--- config.mk ---
export PLATFORM = sky130hd
export DESIGN_NAME = rfs_dll_sched
export DESIGN_NICKNAME = d
export VERILOG_FILES = /design/src/rtl/rfs_pkg.sv /design/src/rtl/rfs_interval_timer.sv /design/src/rtl/rfs_burst_tracker.sv /design/src/rtl/rfs_dll_window.sv /design/src/rtl/rfs_dll_sched.sv
export SDC_FILE = /design/constraint.sdc
export NUM_CORES = 1
export LEC_CHECK = 0
export CAP_MARGIN = 20
export CORE_UTILIZATION = 48
export DETAILED_ROUTE_END_ITERATION = 8
export GPL_ROUTABILITY_DRIVEN = 0
export GPL_TIMING_DRIVEN = 0
export PLACE_DENSITY = 0.86
export SLEW_MARGIN = 0
export SYNTH_ARGS = -nofsm -noshare
export SYNTH_HDL_FRONTEND = slang
export SYNTH_SLANG_ARGS = --single-unit
--- constraint.sdc ---
create_clock -name clk -period 2 [get_ports clk]
set_input_delay 0.6 -clock clk [delete_from_list [all_inputs] [get_ports clk]]
set_output_delay 0.6 -clock clk [all_outputs]
set_load 0.01 [all_outputs]
--- src/rtl/rfs_pkg.sv ---
// Package rfs_pkg
// Shared helpers for the refresh scheduler. Assumes nothing beyond the
// standard elaboration-time evaluation of constant functions.
package rfs_pkg;

    // Width needed to hold values 0..n, never less than one bit.
    function automatic int rfs_width(input int n);
        int w;
        w = $clog2(n + 1);
        return (w < 1) ? 1 : w;
    endfunction

endpackage

--- src/rtl/rfs_interval_timer.sv ---
// Module rfs_interval_timer
// Down-counter that flags an expiry when it reaches one and reloads from
// interval_i in that same cycle, so expiries keep a fixed grid whatever
// happens downstream. Assumes interval_i >= 1 (0 behaves like 1).
module rfs_interval_timer #(
    parameter int CNT_W = 16
) (
    input  logic             clk,
    input  logic             rst_n,
    input  logic [CNT_W-1:0] interval_i,
    output logic             expire_o
);
    logic [CNT_W-1:0] cnt_q;

    // Expiry when the count has reached its last cycle.
    assign expire_o = (cnt_q <= CNT_W'(1));

    // Count down; reload on expiry and on reset.
    always_ff @(posedge clk) begin
        if (!rst_n || expire_o) cnt_q <= interval_i;
        else                    cnt_q <= cnt_q - CNT_W'(1);
    end

    AST_RELOAD_ON_EXPIRY: assert property (@(posedge clk) disable iff (!rst_n)
        $past(expire_o) && $past(rst_n) |-> cnt_q == $past(interval_i));
endmodule

--- src/rtl/rfs_burst_tracker.sv ---
// Module rfs_burst_tracker
// Counts a burst as occupying BURST_CYCLES cycles, counting from the cycle of
// burst_start_i. Assumes the sequencer pulses burst_start_i once per burst.
module rfs_burst_tracker #(
    parameter int BURST_CYCLES = 3
) (
    input  logic clk,
    input  logic rst_n,
    input  logic burst_start_i,
    output logic burst_busy_o
);
    import rfs_pkg::*;
    localparam int BW = rfs_width(BURST_CYCLES);

    generate
        if (BURST_CYCLES <= 1) begin : g_single
            // A one-cycle burst is busy only in its start cycle.
            assign burst_busy_o = burst_start_i;
        end else begin : g_multi
            logic [BW-1:0] rem_q;

            // Load the remaining busy cycles on a start, then drain.
            always_ff @(posedge clk) begin
                if (!rst_n)             rem_q <= '0;
                else if (burst_start_i) rem_q <= BW'(BURST_CYCLES - 1);
                else if (rem_q != '0)   rem_q <= rem_q - BW'(1);
            end

            assign burst_busy_o = burst_start_i || (rem_q != '0);

            AST_BURST_HOLDS: assert property (@(posedge clk) disable iff (!rst_n)
                burst_start_i |=> burst_busy_o);
        end
    endgenerate
endmodule

--- src/rtl/rfs_dll_window.sv ---
// Module rfs_dll_window
// Opens the delay-line update enable for the refresh strobe cycle plus
// DLL_TAIL cycles after it, and forces it low while a read is active.
// Assumes refresh_i is a single-cycle strobe.
module rfs_dll_window #(
    parameter int DLL_TAIL = 4
) (
    input  logic clk,
    input  logic rst_n,
    input  logic refresh_i,
    input  logic read_active_i,
    output logic dll_update_o
);
    import rfs_pkg::*;
    localparam int TW = rfs_width(DLL_TAIL);

    logic tail_active;

    generate
        if (DLL_TAIL == 0) begin : g_no_tail
            assign tail_active = 1'b0;
        end else begin : g_tail
            logic [TW-1:0] tail_q;

            // Restart the tail on each strobe, otherwise count it out.
            always_ff @(posedge clk) begin
                if (!rst_n)            tail_q <= '0;
                else if (refresh_i)    tail_q <= TW'(DLL_TAIL);
                else if (tail_q != '0) tail_q <= tail_q - TW'(1);
            end

            assign tail_active = (tail_q != '0);

            AST_TAIL_FOLLOWS_STROBE: assert property (@(posedge clk) disable iff (!rst_n)
                tail_active |-> $past(refresh_i) || $past(tail_active));
        end
    endgenerate

    // Window open and no read capture in progress.
    assign dll_update_o = (refresh_i || tail_active) && !read_active_i;

    AST_DLL_FROZEN_IN_READ: assert property (@(posedge clk) disable iff (!rst_n)
        read_active_i |-> !dll_update_o);
endmodule

--- src/rtl/rfs_dll_sched.sv ---
// Module rfs_dll_sched
// Top of the refresh scheduler. Latches a request at each timer expiry,
// issues it in the first cycle the sequencer is idle, holds off new work
// while it waits, flags an expiry that meets a waiting request, and opens
// the delay-line update window around each refresh.
// Assumes the sequencer honours start_hold_o.
module rfs_dll_sched #(
    parameter int CNT_W        = 16,
    parameter int BURST_CYCLES = 3,
    parameter int DLL_TAIL     = 4
) (
    input  logic             clk,
    input  logic             rst_n,
    input  logic [CNT_W-1:0] interval_i,
    input  logic             txn_busy_i,
    input  logic             burst_start_i,
    input  logic             read_active_i,
    output logic             refresh_o,
    output logic             dll_update_o,
    output logic             start_hold_o,
    output logic             overflow_o
);
    logic expire;
    logic burst_busy;
    logic seq_busy;
    logic pend_q;
    logic ovf_q;

    rfs_interval_timer #(.CNT_W(CNT_W)) u_timer (
        .clk        (clk),
        .rst_n      (rst_n),
        .interval_i (interval_i),
        .expire_o   (expire)
    );

    rfs_burst_tracker #(.BURST_CYCLES(BURST_CYCLES)) u_burst (
        .clk           (clk),
        .rst_n         (rst_n),
        .burst_start_i (burst_start_i),
        .burst_busy_o  (burst_busy)
    );

    assign seq_busy  = txn_busy_i || burst_busy;
    assign refresh_o = pend_q && !seq_busy;

    // Request latch: set on expiry, cleared when the strobe goes out.
    always_ff @(posedge clk) begin
        if (!rst_n)         pend_q <= 1'b0;
        else if (expire)    pend_q <= 1'b1;
        else if (refresh_o) pend_q <= 1'b0;
    end

    // Sticky overflow: an expiry while a request still waits unissued.
    always_ff @(posedge clk) begin
        if (!rst_n)                              ovf_q <= 1'b0;
        else if (expire && pend_q && !refresh_o) ovf_q <= 1'b1;
    end

    assign overflow_o   = ovf_q;
    assign start_hold_o = pend_q || expire;

    rfs_dll_window #(.DLL_TAIL(DLL_TAIL)) u_dll (
        .clk           (clk),
        .rst_n         (rst_n),
        .refresh_i     (refresh_o),
        .read_active_i (read_active_i),
        .dll_update_o  (dll_update_o)
    );

    AST_REQUEST_LATCHED: assert property (@(posedge clk) disable iff (!rst_n)
        expire |=> pend_q);
    AST_NO_REFRESH_IN_BURST: assert property (@(posedge clk) disable iff (!rst_n)
        burst_busy |-> !refresh_o);
    AST_NO_REFRESH_WHILE_BUSY: assert property (@(posedge clk) disable iff (!rst_n)
        txn_busy_i |-> !refresh_o);
    AST_OVERFLOW_STICKY: assert property (@(posedge clk) disable iff (!rst_n)
        $past(overflow_o) |-> overflow_o);
    AST_HOLD_WHILE_PENDING: assert property (@(posedge clk) disable iff (!rst_n)
        pend_q |-> start_hold_o);
endmodule

==> impl_metrics.xml <==
<?xml version="1.0" encoding="UTF-8"?>
<metrics>
  <group name="outcome">
    <metric name="outcome" unit="">finished, violations left</metric>
    <metric name="failed_checks" unit="">setup timing</metric>
  </group>
  <group name="timing">
    <metric name="setup-violations-final" unit="">2</metric>
    <metric name="fmaxAchievable" unit="MHz">459</metric>
    <metric name="post-route-period-util" unit="">1.09</metric>
    <metric name="worst_slew_pin_slew" unit="ns">0.334</metric>
    <metric name="timing.final.hold_violations" unit="">0</metric>
    <metric name="timing_max_transition_violations_final" unit="">0</metric>
    <metric name="maxSlewHeadroom" unit="">0.776</metric>
    <metric name="layout_min_cycle_time" unit="ns">2.18</metric>
    <metric name="grt_setup_unrepaired" unit="">true</metric>
    <metric name="clock_skew" unit="ns">0.00266</metric>
    <metric name="setup_ws" unit="ns">-0.177</metric>
  </group>
  <group name="yosys">
    <metric name="yosys_register_bits" unit="">23</metric>
    <metric name="async_flop_share" unit="">0</metric>
    <metric name="synth_nets" unit="">154</metric>
    <metric name="xor_xnor_share_of_the_synthesized_area" unit="">0.119</metric>
    <metric name="ys.warnings.count" unit="">0</metric>
    <metric name="synth-seq-area-share" unit="">0.421</metric>
    <metric name="ys.flop_type" unit="">sky130_fd_sc_hd__dfxtp_1</metric>
    <metric name="syn_avg_cell_area" unit="sq um">8.55</metric>
    <metric name="simple_gate_share_of_the_synthesized_area" unit="">0.219</metric>
    <metric name="area_of_the_mapped_netlist" unit="sq um">1090</metric>
    <metric name="synth_enable_flop_cells" unit="">0</metric>
    <metric name="yosys.cell_types.count" unit="">29</metric>
    <metric name="synth_compound_gate_area_share" unit="">0.134</metric>
    <metric name="synth_top_family_by_area" unit="">simple AND/OR/NAND/NOR gates</metric>
    <metric name="postSynthCellCount" unit="">128</metric>
    <metric name="multiplexer_area_fraction_after_synthesis" unit="">0.00914</metric>
    <metric name="synth_fa_ha_area_frac" unit="">0.0571</metric>
  </group>
  <group name="cells_and_area">
    <metric name="layout-drive-gt1-share" unit="">0.242</metric>
    <metric name="n_antenna_cell" unit="">0</metric>
    <metric name="nNetsFinal" unit="">192</metric>
    <metric name="most-common-layout-cells" unit="">20 x sky130_fd_sc_hd__nand2_1, 19 x sky130_fd_sc_hd__clkdlybuf4s50_1, 15 x sky130_fd_sc_hd__dfxtp_1</metric>
    <metric name="final_common_cell" unit="">sky130_fd_sc_hd__nand2_1</metric>
    <metric name="post_layout_nonfiller_instances" unit="">192</metric>
    <metric name="final_util" unit="">0.737</metric>
    <metric name="fillers" unit="">146</metric>
    <metric name="syn_to_final_growth" unit="%">38.9</metric>
  </group>
  <group name="worst_setup_path">
    <metric name="worstPathRequired" unit="ns">1.40</metric>
    <metric name="critPathMaxStageDelay" unit="ns">0.35</metric>
    <metric name="path_cells" unit="">nor4_4, o2111ai_2, or2_4, nand2b_1, buf_2</metric>
    <metric name="crit_fanout" unit="">3</metric>
    <metric name="worst_path_max_delay_cell" unit="">sky130_fd_sc_hd__dfxtp_2</metric>
    <metric name="timing.setup.critical_path_class" unit="">register to output pin</metric>
    <metric name="critical-path-top-delay-family" unit="">simple AND/OR/NAND/NOR gates</metric>
    <metric name="worst_setup_start_kind" unit="">register</metric>
    <metric name="timing.critical_path.buf_inv" unit="">1</metric>
    <metric name="critPathCaptureType" unit="">output pin</metric>
    <metric name="critPathArrivalTime" unit="ns">1.58</metric>
  </group>
  <group name="cts">
    <metric name="clkSinkCount" unit="">23</metric>
    <metric name="clock_tree.buffer_depth" unit="">2</metric>
    <metric name="cts.htree.levels" unit="">1</metric>
    <metric name="clock_insertion_delay_worst_skew" unit="ns">0.31</metric>
    <metric name="cts_tree" unit="">yes</metric>
    <metric name="worst_setup_hold_path_clk_slew" unit="ns">0.12</metric>
    <metric name="clk_root_buffer_cell" unit="">sky130_fd_sc_hd__clkbuf_4</metric>
    <metric name="cts_buffers" unit="">3</metric>
  </group>
  <group name="floorplanning">
    <metric name="die_height" unit="um">49.8</metric>
    <metric name="die_width" unit="um">49.8</metric>
    <metric name="start_util" unit="">0.531</metric>
    <metric name="top_level_ports" unit="">25</metric>
    <metric name="number_of_rows_in_the_core_area" unit="">16</metric>
    <metric name="area_of_the_die" unit="sq um">2480</metric>
    <metric name="design.core.area" unit="sq um">2060</metric>
  </group>
  <group name="routing">
    <metric name="post_drt_wl_per_cell" unit="um">12.9</metric>
    <metric name="drc_violation_total_after_the_first_tritonroute_iteration" unit="">24</metric>
    <metric name="drt-pass1-iter-count" unit="">4</metric>
    <metric name="wl" unit="um">2490</metric>
    <metric name="ant_nets" unit="">0</metric>
    <metric name="num_vias" unit="">1007</metric>
    <metric name="residual_drc" unit="">0</metric>
    <metric name="drt-vias-per-instance" unit="">5.24</metric>
  </group>
  <group name="grt">
    <metric name="global_route.overflow_total" unit="">0</metric>
    <metric name="groute.usage.overall" unit="">0.231</metric>
    <metric name="grt_first_pass_wirelength" unit="um">4350</metric>
    <metric name="grt_antenna_before_repair" unit="">0</metric>
    <metric name="grt_start_max_net_pins" unit="">13</metric>
    <metric name="grt_pass1_vias" unit="">1044</metric>
  </group>
  <group name="power_and_ir_drop">
    <metric name="switching_share" unit="">0.314</metric>
    <metric name="combinational_power_share" unit="">0.291</metric>
    <metric name="ir_worst_vdd" unit="mV">0.510</metric>
    <metric name="seq_power_share" unit="">0.514</metric>
    <metric name="net-switching-power" unit="uW">350</metric>
    <metric name="total_power_per_unit_cell_area" unit="nW/um^2">733</metric>
    <metric name="clock_power_share" unit="">0.196</metric>
    <metric name="leakage" unit="nW">0.600</metric>
    <metric name="p_int" unit="uW">764</metric>
  </group>
  <group name="placement">
    <metric name="dp_hpwl" unit="um">1520</metric>
    <metric name="dp_cells" unit="">179</metric>
    <metric name="placement.setup.worst_slack" unit="ns">-0.832</metric>
    <metric name="io_buffers" unit="">24</metric>
  </group>
  <group name="run">
    <metric name="cap_viol_max_count" unit="">0</metric>
  </group>
  <group name="hold_path">
    <metric name="timing.hold.worst.class" unit="">register to register</metric>
  </group>
</metrics>
-- registers in the layout, indices dropped and copies added (netlist names) --
signal,count
u_timer.cnt_q,16
pend_q,1
u_burst.g_multi.rem_q,2
overflow_o,1
u_dll.g_tail.tail_q,3
-- through the flow --
stage                     hold WS [ns]  TNS (ns)  cell area [sq um]  power, mW
after floorplan                  0.420         0               1090      0.761
after global placement           0.433     -1.80               1370      0.845
after detailed placement         0.446     -1.95               1370      0.858
after CTS                        0.439    -0.206               1460       1.08
after global routing             0.480    -0.445               1520       1.20
final                            0.470    -0.240               1520       1.11
-- logic make-up (layout without fill, tap and decap cells) --
group | count (synthesis) | after routing
adder cells (fa/ha/maj) | 5 | 5
AND/OR/NAND/NOR | 48 | 48
XOR/XNOR | 14 | 14
flip-flops | 23 | 23
multiplexers | 1 | 1
AO/OA/AOI/OAI | 26 | 26
buffers and inverters | 11 | 48
-- cell type report --
class                           count  area, sq um  share of cell area
Inverter                            8         30.0              0.0198
Buffer                              3         20.0              0.0132
Timing Repair Buffer               33          293               0.193
Multi-Input combinational cell     94          647               0.426
Clock buffer                        4         26.3              0.0173
Sequential cell                    23          470               0.309
Tap cell                           27         33.8              0.0222
-- worst register-to-register path, cell delays in order, from the launching register on --
cell and delay [ns]:
sky130_fd_sc_hd__dfxtp_2 0.35, sky130_fd_sc_hd__nor4_4 0.29, sky130_fd_sc_hd__o2111ai_2 0.17, sky130_fd_sc_hd__buf_4 0.17, sky130_fd_sc_hd__buf_4 0.12, sky130_fd_sc_hd__o21ai_1 0.28, sky130_fd_sc_hd__clkbuf_4 0.29, sky130_fd_sc_hd__nand2_1 0.07
sky130_fd_sc_hd__o21ai_0 0.08
-- per-layer routing --
layer	part of all wire	track usage	up-vias
li1	-	-	506
met1	0.43	0.252	465
met3	0.047	0.0494	6
met5	0	0	-
met4	0.018	0.0952	0
met2	0.50	0.423	30
-- synthesized netlist by cell type, drive strengths merged, types with 2 or more instances --
cell type  number  share of area
dfxtp          23           0.42
nand2          21          0.074
o21ai          16          0.073
xnor2          11          0.095
inv             8          0.027
nor2            8          0.027
nor3            6          0.027
ha              5          0.057
nor4            5          0.042
a21oi           4          0.018
xor2            3          0.024
a21boi          2          0.014
buf             2         0.0091
nand2b          2          0.011
nand3           2         0.0091
-- final timing paths --
kind / start / end / slack (ns) / cells after the start
max: u_timer.cnt_q[12]$_DFF_P_ / start_hold_o / -0.18 / 5
min: u_burst.g_multi.rem_q[0]$_SDFFE_PP0P_ / u_burst.g_multi.rem_q[0]$_SDFFE_PP0P_ / 0.47 / 1
max reg2reg: u_timer.cnt_q[12]$_DFF_P_ / u_timer.cnt_q[6]$_DFF_P_ / 0.11 / 8
min reg2reg: u_burst.g_multi.rem_q[0]$_SDFFE_PP0P_ / u_burst.g_multi.rem_q[0]$_SDFFE_PP0P_ / 0.47 / 1
-- timing repair --
item	CTS	global route
setup endpoints to repair	3	3
hold buffers	0	0
setup buffers	8	1
resized for setup	31	13
pin swaps	8	5
-- power by group through the flow --
| stage | Clock (mW) | Combinational [mW] | Sequential (mW) |
|---|---|---|---|
| 4_1_cts | 0.216 | 0.305 | 0.565 |
| 2_1_floorplan | 0 | 0.196 | 0.565 |
| 5_1_grt | 0.249 | 0.367 | 0.581 |
| 3_3_place_gp | 0 | 0.274 | 0.571 |
| 3_5_place_dp | 0 | 0.285 | 0.574 |
| 6_report | 0.218 | 0.324 | 0.572 |
No activity file was read; power rests on OpenSTA's default activity.
